<file path="config.mk">
export PLATFORM = sky130hd
export DESIGN_NAME = audio_dma_ctrl
export DESIGN_NICKNAME = d
export VERILOG_FILES = /design/src/rtl/audio_dma_ctrl.sv
export SDC_FILE = /design/constraint.sdc
export NUM_CORES = 1
export LEC_CHECK = 0
export CAP_MARGIN = 20
export CORE_ASPECT_RATIO = 0.8
export CORE_MARGIN = 2
export CORE_UTILIZATION = 40
export CTS_BUF_LIST = sky130_fd_sc_hd__clkbuf_4
export DETAILED_ROUTE_END_ITERATION = 10
export GPL_ROUTABILITY_DRIVEN = 0
export HOLD_SLACK_MARGIN = 0.15
export PLACE_DENSITY_LB_ADDON = 0.15
export SLEW_MARGIN = 10
export SYNTH_ARGS = -nofsm -noshare
export SYNTH_HDL_FRONTEND = slang
export SYNTH_SLANG_ARGS = --single-unit
</file>
<file path="constraint.sdc">
create_clock -name clk -period 2.85 [get_ports clk]
set_input_delay 0.285 -clock clk [delete_from_list [all_inputs] [get_ports clk]]
set_output_delay 0.285 -clock clk [all_outputs]
set_load 0.03 [all_outputs]
</file>
<file path="src/rtl/audio_dma_ctrl.sv">
module audio_dma_ctrl #(
  parameter int ADDR_W = 24,
  parameter int LEN_W  = 18,
  parameter int PAGE_W = 13
) (
  input  logic              clk,
  input  logic              rst_n,
  input  logic              reg_we,
  input  logic [2:0]        reg_addr,
  input  logic [31:0]       reg_wdata,
  output logic [31:0]       reg_rdata,
  output logic              irq,
  input  logic              samp_req,
  output logic              samp_valid,
  output logic [31:0]       samp_data,
  output logic              mem_req,
  output logic [ADDR_W-1:0] mem_addr,
  input  logic              mem_valid,
  input  logic [31:0]       mem_rdata
);
  localparam int HI_W = ADDR_W - PAGE_W;

  logic [ADDR_W-1:0] addr_q, pend_addr;
  logic [LEN_W-1:0]  pend_len, act_rem;
  logic [PAGE_W-1:0] act_lo, lo_n;
  logic [HI_W-1:0]   act_hi;
  logic              en_q, act_v, pend_v, carry_q, wait_q, sv_q, irq_q, lo_c;
  logic [31:0]       sd_q;

  logic wr_addr, wr_len, wr_ctl, wr_stat, fetch_done, last, promote, accept, full;
  logic [LEN_W-1:0] len_in;
  logic unused_bits;

  assign wr_addr    = reg_we && reg_addr == 3'd0;
  assign wr_len     = reg_we && reg_addr == 3'd1;
  assign wr_ctl     = reg_we && reg_addr == 3'd2;
  assign wr_stat    = reg_we && reg_addr == 3'd3;
  assign len_in     = {reg_wdata[LEN_W-1:3], 3'b000};
  assign fetch_done = wait_q && mem_valid;
  assign last       = fetch_done && act_rem == LEN_W'(4);
  assign promote    = pend_v && en_q && (!act_v || last);
  assign accept     = wr_len && len_in != '0 && (!pend_v || promote);
  assign full       = act_v && pend_v;
  assign {lo_c, lo_n} = {1'b0, act_lo} + (PAGE_W+1)'(4);
  assign unused_bits = ^{reg_wdata[31:ADDR_W], reg_wdata[2:0]};

  assign reg_rdata  = (reg_addr == 3'd3) ? {full, act_v, 4'b0000, en_q, 24'd0, full}
                                         : {{(32-LEN_W){1'b0}}, act_rem};
  assign irq        = irq_q;
  assign samp_valid = sv_q;
  assign samp_data  = sd_q;
  assign mem_req    = wait_q;
  assign mem_addr   = {act_hi, act_lo};

  always_ff @(posedge clk) begin
    if (!rst_n) begin
      addr_q <= '0; en_q <= 1'b0; irq_q <= 1'b0;
      act_v <= 1'b0; act_lo <= '0; act_hi <= '0; act_rem <= '0;
      pend_v <= 1'b0; pend_addr <= '0; pend_len <= '0;
      carry_q <= 1'b0; wait_q <= 1'b0; sv_q <= 1'b0; sd_q <= '0;
    end else begin
      if (wr_addr) addr_q <= {reg_wdata[ADDR_W-1:3], 3'b000};
      if (wr_ctl)  en_q <= reg_wdata[0];

      if (promote)      irq_q <= 1'b1;
      else if (wr_stat) irq_q <= 1'b0;

      sv_q <= 1'b0;
      if (fetch_done) begin
        sv_q <= 1'b1;
        sd_q <= mem_rdata;
      end else if (samp_req && !act_v) begin
        sv_q <= 1'b1;
        sd_q <= '0;
      end

      if (fetch_done)              wait_q <= 1'b0;
      else if (samp_req && act_v)  wait_q <= 1'b1;

      if (fetch_done) begin
        act_lo  <= lo_n;
        act_rem <= act_rem - LEN_W'(4);
      end
      if (fetch_done && lo_c)
        carry_q <= 1'b1;
      else if (carry_q && act_v) begin
        act_hi  <= act_hi + HI_W'(1);
        carry_q <= 1'b0;
      end

      if (promote) begin
        act_v   <= 1'b1;
        act_lo  <= pend_addr[PAGE_W-1:0];
        act_hi  <= pend_addr[ADDR_W-1:PAGE_W];
        act_rem <= pend_len;
        pend_v  <= 1'b0;
      end else if (last) begin
        act_v <= 1'b0;
      end

      if (accept) begin
        pend_v    <= 1'b1;
        pend_addr <= addr_q;
        pend_len  <= len_in;
      end
    end
  end

  assert_memreq_hold_R8: assert property (@(posedge clk) disable iff (!rst_n)
    (mem_req && !mem_valid) |=> (mem_req && $stable(mem_addr)));
  assert_word_to_sample_R8: assert property (@(posedge clk) disable iff (!rst_n)
    (mem_req && mem_valid) |=> (samp_valid && !mem_req));
  assert_remaining_step_R8: assert property (@(posedge clk) disable iff (!rst_n)
    (mem_req && mem_valid && act_rem != LEN_W'(4)) |=> (act_rem == $past(act_rem) - LEN_W'(4)));
  assert_irq_on_start_R7: assert property (@(posedge clk) disable iff (!rst_n)
    $rose(act_v) |-> irq);
  assert_hold_when_disabled_R6: assert property (@(posedge clk) disable iff (!rst_n)
    (!en_q && !act_v) |=> !act_v);
  assert_idle_silence_R9: assert property (@(posedge clk) disable iff (!rst_n)
    (samp_req && !act_v) |=> (samp_valid && samp_data == 32'd0));
endmodule

</file>
# Yosys cells after proc, flatten, opt, wreduce, memory -nomap -nowiden
# Cells that the tools add are included.
[word_totals] regBits=138 in_bits=72 output_inout_bits=91 elab_cells=73
[op_classes] n_addsub=3 eq_ne=5 mux=20 bitwise=1 n_reduce_logical=30
[op_table] op="32-bit two-way mux" count=3
[op_table] op="18-bit two-way mux" count=2
[op_table] op="11-bit two-way mux" count=3
[op_table] op="13-bit two-way mux" count=2
[op_table] op="18-bit by 3-bit == test with 1-bit output (second input constant)" count=1
[op_table] op="18-bit nonzero test" count=1
[op_table] op="18-bit by 3-bit subtractor with 18-bit output (second input constant)" count=1
[op_table] op="1-bit logical AND" count=15
[op_table] op="13-bit by 3-bit adder with 14-bit output (second input constant)" count=1
[op_table] op="2-bit nonzero test" count=7
[op_table] op="11-bit by 1-bit adder with 11-bit output (second input constant)" count=1
[op_table] op="1-bit two-way mux" count=10
[op_table] op="3-bit by 2-bit == test with 1-bit output (second input constant)" count=2
[op_table] op="3-bit by 1-bit == test with 1-bit output (second input constant)" count=1
[op_table] op="3-bit zero test" count=1
[op_table] op="1-bit zero test" count=2
[op_table] op="1-bit logical OR" count=2
[op_table] op="2-bit != test (second input constant)" count=1
[op_table] op="2-bit AND reduction" count=1
[op_table] op="2-bit OR reduction" count=1
[op_table] op="1-bit NOT" count=1

# Longest topological paths before layout
[depth] depth_word=7 mapped_depth=9 ltp_nobuf=7

# Worst setup path before layout
# No wires, ideal clock.
[synth_path] kind="reg2reg" from="register act_rem[4]" to="register pend_addr[10]" arrival_ns=2.009 slack_ns=0.769 path_stages_with_launch=9 n_path_buf=3 synth_period_minus_slack_ns=2.081 cell_sequence="dfxtp_1 -> or4_1 -> buf_2 -> nor3_4 -> nand4_1 -> a31oi_1 -> buf_6 -> buf_12 -> mux2i_1"
[synth_between] elab_chain_len=6
[synth_lines] item="start: declaration" line="24" source="logic [LEN_W-1:0] pend_len, act_rem;"
[synth_lines] item="start signal: assignment" line="82" source="act_rem <= act_rem - LEN_W'(4);"
[synth_lines] item="start signal: assignment" line="95" source="act_rem <= pend_len;"
[synth_lines] item="18-bit by 3-bit == test with 1-bit output" line="40" source="assign last = fetch_done && act_rem == LEN_W'(4);"
[synth_lines] item="1-bit logical AND" line="40"
[synth_lines] item="1-bit logical OR" line="41" source="assign promote = pend_v && en_q && (!act_v || last);"
[synth_lines] item="1-bit logical AND" line="41"
[synth_lines] item="1-bit logical OR" line="42" source="assign accept = wr_len && len_in != '0 && (!pend_v || promote);"
[synth_lines] item="1-bit logical AND" line="42"
[synth_lines] item="end signal: assignment" line="103" source="pend_addr <= addr_q;"
[synth_lines] item="end: declaration" line="23" source="logic [ADDR_W-1:0] addr_q, pend_addr;"
# Every way passes these cells.
# A chain may end at the register's enable or synchronous reset.

# Final worst setup path
[layout_path] from="register act_rem[4]" to="register pend_addr[21]"
# The elaborated chain is that of the path after synthesis.

==> metrics.csv <==
metric,value,unit
Pleak,2.87,nW
post-CTS sizing,0,
final hold violations,0,
Num CTS Buffers,17,
hold_buf cts,0,
DRT Pass-1 Iters,5,
first-pass GRT wire length,23200,um
Yosys cell types,40,
Port Buffer Count,138,
Die H,113,um
detailed-route via count,4900,
DRC viols,0,
CP Launch Type,flip-flop,
Crit Path Max Fanout,36,
number of global-route vias before repair,4300,
RSZ-0062 raised after global routing,false,
initial antenna violation count,0,
critical path arrival,2.84,ns
Synth Warn #,0,
min cycle time layout,2.38,ns
Setup WS pre-CTS,0.496,ns
layout overhead on the synthesized area,29.3,%
clk_lat worst skew,0.54,ns
outcome,"finished, final reports clean",
Post-Synthesis Cells,673,
io pins,163,
clock transition at the registers of the reported paths,0.11,ns
Crit-path slowest cell,or4_1,
post-synthesis sequential area ratio,45.0,%
Max Freq,0.420,GHz
Setup Skew,0.0184,ns
synthesis-stage register bit count,134,
HPWL after DPL,10600,um
post-synthesis area per instance,8.87,sq um
gr usage total,18.5,%
clk sinks,134,
# diodes,0,
"Power, Total",3.31,mW
initial drt markers,247,
"commonest cells after routing, fill and taps aside","150 x nand2_1, 135 x clkdlybuf4s50_1, 134 x dfxtp_1",
placement-stage cell area,0.00746,sq mm
"most common cell after layout, fill and taps aside",nand2_1,
pin count of the biggest net entering global routing,64,
Rows,39,
biggest area consumer among synthesized cells,dfxtp_1,
Hold WC Path Type,input pin to flip-flop,
fin nets,872,
Vias/cell,4.94,
core area,0.0144,sq mm
DRT Wirelength,14800,um
fin cells,991,
grt ovf,0,
Initial Utilization,41.3,%
Netlist Area Pre-Place,0.00597,sq mm
CTS tree,yes,
# setup viols final,0,
# placed instances,961,
final setup margin,0.468,ns
layout cells sized above 1,6.44,%
Setup CP Type,flip-flop to flip-flop,
worst path cell trace,"or4_1, nor3_4, nand4_1, a31oi_4, buf_12, mux2i_1",
worst path required time,3.31,ns
Tcrit/Tclk final,83.6,%
worst IR drop on VDD,0.243,mV
slew of the pin with the lowest slew margin,0.861,ns
fin util,53.4,%
Slew HR,42.6,%
post-CTS setup buffer count,0,
power per standard cell area,429,mW/mm^2
final hold slack,0.219,ns
crit end category,flip-flop,
CTS Buffer Depth,2,
setup tns final,0,ns
Root Driver,clkbuf_4,
Yosys top cell area share,45.0,%
Die Footprint,0.0159,sq mm
# Max-Cap Violations,0,
Chip Width,141,um
Max Slew Vio Count,0,
CTS H-tree depth,4,
Final ANT Viol Nets,0,
"Largest stage delay, worst path",0.62,ns
main area contributors after synthesis,"dfxtp_1 45%, nand2_1 9.4%, mux2i_1 6.7%, a22oi_1 4.0%, nor2b_1 3.9%",
WL/cell,14.9,um
post-layout instance area,0.00771,sq mm
==> worst max-delay path: cells and delay by family (launching register included) <==
kind | cells | cell delay [ns]
multiplexers | 1 | 0.22
flip-flops | 1 | 0.39
AND/OR/NAND/NOR | 3 | 1.13
AO/OA/AOI/OAI | 1 | 0.26
buffers and inverters | 1 | 0.27
==> metal layers <==
layer  GRT usage (%)  share of wire [%]  vias to the layer above
met3            5.08                6.3                       11
met2            27.5                 42                      161
met5               0                  0                        -
met1            26.6                 51                     2205
li1                -                  -                     2523
met4            4.80               0.98                        0
==> power breakdown <==
part	total (mW)	switching [mW]	internal (mW)
registers	1.90	0.00976	1.89
clock network	1.16	0.659	0.504
logic	0.252	0.132	0.121
==> worst paths after layout <==
path / startpoint / end / slack (ns) / depth (start not counted)
worst min register to register: addr_q[20] / pend_addr[20] / 0.45 / 2
worst max register to register: act_rem[4] / pend_addr[21] / 0.47 / 6
worst min-delay path: rst_n / act_rem[14] / 0.22 / 2
worst max-delay path: act_rem[4] / pend_addr[21] / 0.47 / 6
==> Yosys cell counts (all sizes together) <==
cell,instances
a21boi,24
a21oi,18
a22oi,32
a31oi,2
and2,19
and3,2
and4,2
buf,20
clkbuf,41
conb,1
dfxtp,134
ha,4
inv,5
mux2i,40
nand2,150
nand3,12
nand4,8
nand4b,2
nand4bb,1
nor2,13
nor2b,37
nor3,14
nor3b,2
nor4,9
nor4b,2
o211a,21
o211ai,1
o21ai,16
o41ai,1
or2,2
or3,1
or4,3
xnor2,26
xor2,8
==> registers in the layout, summed over array words and instances (netlist names) <==
| register | flops |
|---|---|
| samp_data | 32 |
| addr_q | 21 |
| pend_addr | 21 |
| act_rem | 16 |
| pend_len | 15 |
| act_hi | 11 |
| act_lo | 11 |
| act_v | 1 |
| carry_q | 1 |
| en_q | 1 |
| irq | 1 |
| mem_req | 1 |
| pend_v | 1 |
| samp_valid | 1 |
==> area by class of cell <==
| cell class | instances | area, sq um |
|---|---|---|
| sequential | 134 | 2680 |
| fill | 1324 | 6730 |
| tap | 184 | 230 |
| multi-input combinational | 486 | 3020 |
| clock inverter | 12 | 114 |
| clock buffer | 18 | 135 |
| inverter | 5 | 18.8 |
| timing repair buffer | 152 | 1520 |
==> cell families after synthesis <==
logic type / after synthesis / synth area share, %
muxes: 40 / 6.71
adders and majority gates: 4 / 0.839
buffers and inverters: 66 / 6.00
and+or+nand+nor: 279 / 22.5
AOI/OAI and AO/OA: 115 / 13.9
DFF: 134 / 45.0
other: 1 / 0.0628
xor gates and xnor gates: 34 / 4.99
(Power assumes the default switching activity.)
